$ cat src/rtl/flash_irq_pkg.sv
package flash_irq_pkg;
  localparam int REG_W      = 16;
  localparam int NUM_SRC    = 4;
  localparam int SRC_LSB    = 4;
  localparam int MASTER_BIT = 15;

  // source index inside the flag vector
  localparam int IDX_RST   = 0;
  localparam int IDX_ERASE = 1;
  localparam int IDX_PROG  = 2;
  localparam int IDX_LOAD  = 3;

  localparam logic [NUM_SRC-1:0] COLD_DFLT = 4'b1000;
  localparam logic [NUM_SRC-1:0] WARM_DFLT = 4'b0001;

  function automatic logic is_load_code(input logic [REG_W-1:0] c);
    return (c == 16'h0000) || (c == 16'h0013);
  endfunction

  function automatic logic is_prog_code(input logic [REG_W-1:0] c);
    return (c == 16'h0080) || (c == 16'h001A) || (c == 16'h001B);
  endfunction

  function automatic logic is_erase_code(input logic [REG_W-1:0] c);
    return (c == 16'h0065) || (c == 16'h0023) || (c == 16'h0071) ||
           (c == 16'h002A) || (c == 16'h002C);
  endfunction

  function automatic logic pin_level(input logic master, input logic pol);
    return master ? pol : ~pol;
  endfunction
endpackage

$ cat src/rtl/fis_event_decode.sv
module fis_event_decode
  import flash_irq_pkg::*;
(
  input  logic               done_vld,
  input  logic [REG_W-1:0]   done_cmd,
  input  logic               load_done,
  output logic [NUM_SRC-1:0] ev_set
);
  always_comb begin
    ev_set            = '0;
    ev_set[IDX_LOAD]  = load_done | (done_vld & is_load_code(done_cmd));
    ev_set[IDX_PROG]  = done_vld & is_prog_code(done_cmd);
    ev_set[IDX_ERASE] = done_vld & is_erase_code(done_cmd);
    ev_set[IDX_RST]   = 1'b0;
  end
endmodule

$ cat src/rtl/fis_src_flag.sv
module fis_src_flag #(
  parameter logic COLD_VAL = 1'b0,
  parameter logic WARM_VAL = 1'b0
) (
  input  logic clk,
  input  logic rst_n,
  input  logic cold_req,
  input  logic warm_req,
  input  logic set_ev,
  input  logic clr_wr,
  output logic q
);
  logic q_nxt;

  always_comb begin
    if (cold_req)      q_nxt = COLD_VAL;
    else if (warm_req) q_nxt = WARM_VAL;
    else if (set_ev)   q_nxt = 1'b1;
    else if (clr_wr)   q_nxt = 1'b0;
    else               q_nxt = q;
  end

  always_ff @(posedge clk or negedge rst_n) begin
    if (!rst_n) q <= COLD_VAL;
    else        q <= q_nxt;
  end
endmodule

$ cat src/rtl/fis_pin_drive.sv
module fis_pin_drive
  import flash_irq_pkg::*;
(
  input  logic master,
  input  logic pol,
  output logic pin
);
  assign pin = pin_level(master, pol);
endmodule

$ cat src/rtl/flash_irq_status.sv
module flash_irq_status
  import flash_irq_pkg::*;
(
  input  logic             clk,
  input  logic             rst_n,
  input  logic             done_vld,
  input  logic [REG_W-1:0] done_cmd,
  input  logic             load_done,
  input  logic             cold_req,
  input  logic             warm_req,
  input  logic             wr_en,
  input  logic [REG_W-1:0] wr_data,
  input  logic             int_pol,
  output logic [REG_W-1:0] rd_data,
  output logic             int_pin
);
  logic [NUM_SRC-1:0] ev_set;
  logic [NUM_SRC-1:0] clr_wr;
  logic [NUM_SRC-1:0] src_q;
  logic               master;

  fis_event_decode u_dec (
    .done_vld  (done_vld),
    .done_cmd  (done_cmd),
    .load_done (load_done),
    .ev_set    (ev_set)
  );

  for (genvar i = 0; i < NUM_SRC; i++) begin : g_flag
    assign clr_wr[i] = wr_en & ~wr_data[SRC_LSB + i];
    fis_src_flag #(
      .COLD_VAL (COLD_DFLT[i]),
      .WARM_VAL (WARM_DFLT[i])
    ) u_flag (
      .clk      (clk),
      .rst_n    (rst_n),
      .cold_req (cold_req),
      .warm_req (warm_req),
      .set_ev   (ev_set[i]),
      .clr_wr   (clr_wr[i]),
      .q        (src_q[i])
    );
  end

  assign master = |src_q;

  always_comb begin
    rd_data                         = '0;
    rd_data[SRC_LSB +: NUM_SRC]     = src_q;
    rd_data[MASTER_BIT]             = master;
  end

  fis_pin_drive u_pin (
    .master (master),
    .pol    (int_pol),
    .pin    (int_pin)
  );
endmodule

$ cat config.mk
export PLATFORM = sky130hd
export DESIGN_NAME = flash_irq_status
export DESIGN_NICKNAME = d
export VERILOG_FILES = /design/src/rtl/flash_irq_pkg.sv /design/src/rtl/fis_event_decode.sv /design/src/rtl/fis_src_flag.sv /design/src/rtl/fis_pin_drive.sv /design/src/rtl/flash_irq_status.sv
export SDC_FILE = /design/constraint.sdc
export NUM_CORES = 1
export LEC_CHECK = 0
export ABC_AREA = 0
export CORE_MARGIN = 1.5
export CORE_UTILIZATION = 29
export DETAILED_ROUTE_END_ITERATION = 16
export PLACE_DENSITY = 0.84
export RECOVER_POWER = 100
export SLEW_MARGIN = 40
export SYNTH_ARGS = -nofsm -noshare
export SYNTH_HDL_FRONTEND = slang
export SYNTH_SLANG_ARGS = --single-unit
$ cat constraint.sdc
create_clock -name clk -period 2.33 [get_ports clk]
set_input_delay 0.3495 -clock clk [delete_from_list [all_inputs] [get_ports clk]]
set_output_delay 0.3495 -clock clk [all_outputs]
set_load 0.01 [all_outputs]
==> impl_metrics.yaml, run 1 <==
clock_tree:
  cts.repair.resized: 0
  cts_root_buffer: "clkbuf_4"
  clock_tree_from_tritoncts: "built"
  clock-sinks: 4
  clk_pin_slew_worst_paths_ns: 0.04
  post-cts-setup-buffers: 0
  hold_buffers: 0
  cts_max_path_buffers: 2
  cts_buffers: 3
  htree_num_levels: 1
  worst_skew_pair.late_latency_ns: 0.24
sta:
  timing.final.max_slew_violations: 0
  timing.final.crit_period_ns: 2.23
  tns_ns: 0
  hold_viol: 0
  fin_crit_share: 0.956
  finalSetupViolations: 0
  rsz_0062_raised_after_global_routing: "no"
  finClkSkew_ns: 0
  fmaxAchievable_ghz: 0.449
die:
  floorplan.rows: 14
  die_area_mm2: 0.00201
  standard_cell_core_area_mm2: 0.00158
  i_o_pin_count: 57
  die_x_um: 44.9
  initial_utilization: 0.322
  die_height_um: 44.9
finish:
  layout-area-overhead-vs-synth_pct: 55.2
  registers.top_by_ff_count: "g_flag.u_flag.q"
  largest_register_ff_count: 4
  design.final.nets: 133
  drive_above_1_share: 0.0652
  antenna-diode-count: 0
  fillCellCount: 162
  regs_by_ff_count: "g_flag.u_flag.q x4"
routing:
  drc_errors: 0
  detailedRoute.firstPassIterationCount: 4
  postRouteWirelength_um: 1340
  drt-vias-per-instance: 4.87
  drtAntennaViolNets: 0
  wl_per_cell_um: 12.4
  detailroute.via_count: 526
  drt_iter0_drc: 9
place:
  port-buffer-count: 33
  place.gp.congestion: 0.705
  hpwl_um: 1120
power:
  peakVddDrop_uv: 121
  leakagePower_nw: 0.342
  power.density_mw_per_mm2: 341
  total_power_w: 0.000269
synthesis:
  yosys_register_bits: 4
  seq_area_frac_synth: 0.200
  synth_top_area_frac: 0.236
  syn_avg_cell_area_um2: 8.33
  synthesis.area_um2: 508
  netlist_top_cells_area: "buf_4 (24%), dfrtp_1 (15%), dfstp_2 (5.2%)"
  yosys.cell_types.count: 29
  async_reset_ff_frac: 1.00
  synth.largest_area_cell: "buf_4"
  postSynthCellCount: 61
  yosys_most_used_dff: "dfrtp_1"
  synth_edf_count: 0
  synth.yosys.warnings: 0
worst_setup_path:
  critPathRequiredTime_ns: 1.98
  cp-end-kind: "output pin"
  critical_path_class: "register to output pin"
  crit_path_max_fanout: 3
  timing.critical_path.from_type: "register"
  worstPathArrival_ns: 1.88
grt:
  global_route.usage.total: 0.155
  initial_antenna_violation_count: 0
  grt_pass1_vias: 542
  grt_overflow: 0
  grt_pass1_wl_um: 2260
  grt_start_max_net_pins: 8
flow_run:
  drv.max_cap_violation_count: 0
status:
  run_status: "completed"
worst_hold_path:
  hold_class: "primary input to async pin"
-- per-layer routing --
| layer | global-route usage | wire, um | part of all wire | up-vias |
|---|---|---|---|---|
| li1 | - | - | - | 260 |
| met1 | 0.167 | 533 | 0.40 | 232 |
| met2 | 0.270 | 680 | 0.51 | 32 |
| met3 | 0.0320 | 108 | 0.081 | 2 |
| met4 | 0.106 | 14 | 0.010 | 0 |
| met5 | 0 | 0 | 0 | - |
-- path summary, 6_finish.rpt --
check | startpoint | end | slack (ns) | cells after the start
max | g_flag[2].u_flag.q | int_pin | 0.10 | 3
min | rst_n | g_flag[0].u_flag.q | 0.38 | 1
max reg2reg | g_flag[1].u_flag.q | g_flag[1].u_flag.q | 1.39 | 3
min reg2reg | g_flag[2].u_flag.q | g_flag[2].u_flag.q | 0.58 | 2
max in group asynchronous | rst_n | g_flag[3].u_flag.q | 1.70 | 1
min in group clk | g_flag[2].u_flag.q | g_flag[2].u_flag.q | 0.58 | 2
-- cells by family after synthesis --
| group | synth area share |
|---|---|
| DFF | 0.200 |
| xor gates and xnor gates | 0.0345 |
| other | 0.00738 |
| AOI/OAI and AO/OA | 0.140 |
| and+or+nand+nor | 0.352 |
| buffers and inverters | 0.266 |
-- layout make-up --
| class | count | area, um^2 | share of cell area |
|---|---|---|---|
| clock buffer | 4 | 26.3 | 0.0333 |
| inverter | 4 | 15.0 | 0.0190 |
| multi-input combinational | 47 | 295 | 0.375 |
| sequential | 4 | 101 | 0.129 |
| tap | 16 | 20.0 | 0.0254 |
| timing repair buffer | 33 | 330 | 0.419 |
-- cell usage in the layout, fill, tap and decap left out, types with 2 or more instances in the layout --
master,synthesis,final
dfrtp_1,3,3
and3_1,2,2
a21oi_1,3,3
nand4b_1,2,2
clkbuf_4,0,3
dlygate4sd3_1,0,8
o21ai_0,3,3
nor2_1,3,3
inv_1,4,4
nor3_1,4,4
conb_1,1,11
nor4_1,1,2
clkdlybuf4s50_1,0,25
nand4_1,2,2
-- critical path, cell delays in order, from the launching register on --
cell and delay (ns):
dfrtp_1 0.38, or4_4 0.54, xnor2_1 0.16, clkdlybuf4s50_1 0.55
-- stage by stage --
stage / instances / hold WS, ns / worst slack (ns) / utilization / instance area (um^2)
floorplan: 71 / 0.0539 / 0.830 / - / 546
global placement: 104 / 0.557 / 0.381 / 0.492 / 776
detailed placement: 104 / 0.562 / 0.345 / 0.492 / 776
CTS: 108 / 0.307 / 0.0772 / 0.509 / 802
global route: 108 / 0.380 / 0.0492 / 0.500 / 788
finish: 108 / 0.381 / 0.102 / 0.500 / 788
-- where the power goes --
| part | switching [W] | leakage, nW | internal, W | total (W) |
|---|---|---|---|---|
| clock | 0.0000294 | 0.0150 | 0.0000643 | 0.0000937 |
| sequential | 0.00000153 | 0.0511 | 0.0000731 | 0.0000747 |
| combinational | 0.0000405 | 0.276 | 0.0000602 | 0.000101 |
-- synthesized netlist by cell type (all sizes together), types with 2 or more instances --
cell type and number:
buf 16, inv 4, nor3 4, a21oi 3
dfrtp 3, nor2 3, o21ai 3, and3 2
nand4 2, nand4b 2, nor4 2
Note: power is estimated with default switching activity, not from simulation.
==> run 2: changes to the inputs <==
--- a/config.mk
+++ b/config.mk
@@ -6,7 +6,7 @@
 export NUM_CORES = 1
 export LEC_CHECK = 0
 export ABC_AREA = 0
-export CORE_MARGIN = 1.5
+export ABC_CLOCK_PERIOD_IN_PS = 2330
 export CORE_UTILIZATION = 29
 export DETAILED_ROUTE_END_ITERATION = 16
 export PLACE_DENSITY = 0.84
==> run 2 against run 1 <==
Effect of this change:
- the flow now finishes with violations (design-rule violations)
- maximum frequency grew 0.77%
- routed wire length shrank 13%
- power shrank 0.45%
- sequential power is essentially flat
- clock power grew 0.9%
- critical path type unchanged
- highest routed layer is now met3
==> impl_metrics.yaml, run 2 (synthesis results as in run 1) <==
finish:
  design.final.nets: 133
  registers.top_by_ff_count: "g_flag.u_flag.q"
  most-common-layout-cells: "clkdlybuf4s50_1 (25), conb_1 (11), dlygate4sd3_1 (8), nor3_1 (4), inv_1 (4)"
  layout-area-overhead-vs-synth_pct: 57.1
  regs_by_ff_count: "g_flag.u_flag.q x4"
  antenna-diode-count: 0
  layout.core_utilization: 0.506
  commonest_non_fill_non_tap_cell_in_the_layout: "clkdlybuf4s50_1"
  drive_above_1_share: 0.0761
  largest_register_ff_count: 4
die:
  die_x_um: 43.9
  initial_utilization: 0.322
  standard_cell_core_area_mm2: 0.00158
  i_o_pin_count: 57
  die_height_um: 43.9
  die_area_mm2: 0.00192
  floorplan.rows: 14
routing:
  postRouteWirelength_um: 1160
  detailroute.via_count: 520
  drt-vias-per-instance: 4.81
  detailedRoute.firstPassIterationCount: 10
  wl_per_cell_um: 10.7
  drc_errors: 5
  drtAntennaViolNets: 0
  drt_iter0_drc: 7
worst_hold_path:
  hold_class: "primary input to async pin"
sta:
  timing.final.crit_period_ns: 2.21
  finClkSkew_ns: 0
  tns_ns: 0
  fin_crit_share: 0.949
  fin_worst_hold_slack_ns: 0.384
  hold_viol: 0
  timing.final.max_slew_violations: 0
  finalSetupViolations: 0
  fmaxAchievable_ghz: 0.452
  rsz_0062_raised_after_global_routing: "no"
grt:
  grt_pass1_wl_um: 1930
  grt_overflow: 0
  grt_start_max_net_pins: 8
  grt_pass1_vias: 486
  global_route.usage.total: 0.137
  initial_antenna_violation_count: 0
clock_tree:
  cts_max_path_buffers: 2
  worst_skew_pair.late_latency_ns: 0.24
  post-cts-setup-buffers: 0
  cts_buffers: 3
  cts_root_buffer: "clkbuf_4"
  htree_num_levels: 1
  hold_buffers: 0
  cts.repair.resized: 0
  clock_tree_from_tritoncts: "built"
  clock-sinks: 4
  clk_pin_slew_worst_paths_ns: 0.04
place:
  place.gp.congestion: 0.750
  hpwl_um: 996
  port-buffer-count: 33
power:
  power.density_mw_per_mm2: 336
  net-switching-power_w: 0.0000710
  clock_network_fraction_of_total_power: 0.353
  leakagePower_nw: 0.347
  peakVddDrop_uv: 112
  netSwitchingFraction: 0.265
  p_int_w: 0.000197
  total_power_w: 0.000268
  reg_power_frac: 0.278
  combPwrFrac: 0.369
worst_setup_path:
  critPathRequiredTime_ns: 1.98
  timing.critical_path.from_type: "register"
  worstPathArrival_ns: 1.86
  cp-end-kind: "output pin"
  critical_path_class: "register to output pin"
  crit_path_max_fanout: 3
status:
  violations: "design-rule violations"
  run_status: "finished, violations left"
flow_run:
  drv.max_cap_violation_count: 0
[run 2: changes by cell type in the layout (fill, tap and decap cells not counted)]
cell,delta
nor4_1,-1
nor4_2,+1
o41ai_1,-1
o41ai_2,+1
or4_1,+1
or4_4,-1
[run 2: path summary, 6_finish.rpt]
path | from | endpoint | slack [ns] | cells after the start
setup / recovery | g_flag[2].u_flag.q | int_pin | 0.12 | 3
setup reg to reg | g_flag[1].u_flag.q | g_flag[1].u_flag.q | 1.40 | 3
hold reg to reg | g_flag[2].u_flag.q | g_flag[2].u_flag.q | 0.56 | 2
hold / removal | rst_n | g_flag[0].u_flag.q | 0.38 | 1
min in group clk | g_flag[2].u_flag.q | g_flag[2].u_flag.q | 0.56 | 2
max in group asynchronous | rst_n | g_flag[3].u_flag.q | 1.69 | 1
[run 2: power groups by stage]
| stage | registers, W | clock network [W] | logic, W |
|---|---|---|---|
| 2_1_floorplan | 0.0000753 | 0 | 0.0000504 |
| 3_3_place_gp | 0.0000756 | 0 | 0.000100 |
| 6_report | 0.0000746 | 0.0000945 | 0.0000988 |
| 3_5_place_dp | 0.0000760 | 0 | 0.000102 |
| 4_1_cts | 0.0000751 | 0.0000995 | 0.000102 |
| 5_1_grt | 0.0000750 | 0.000104 | 0.000108 |
[run 2: cell type report]
type                    instances  area (um^2)
well taps                      16         20.0
repair buffers                 33          330
fillers                       156          778
multi-input cells              47          305
flip-flops and latches          4          101
inverters                       4         15.0
clock buffers                   4         26.3
[run 2: worst max-delay path: stages, from the launching register on]
cell and delay [ns]:
dfrtp_1 0.37, or4_1 0.55, xnor2_1 0.15, clkdlybuf4s50_1 0.55
[run 2: metal layers]
metal	track usage	wire length [um]	vias to the layer above
li1	-	-	260
met1	0.146	455	227
met2	0.221	552	33
met3	0.0500	149	0
met4	0.0970	0	0
met5	0	0	-
[run 2: stage by stage]
stage	worst slack, ns	instances	area (um^2)
final	0.119	108	798
after global routing	0.0434	108	798
after CTS	0.114	108	802
after detailed placement	0.377	104	776
after global placement	0.383	104	776
after floorplan	0.830	71	546
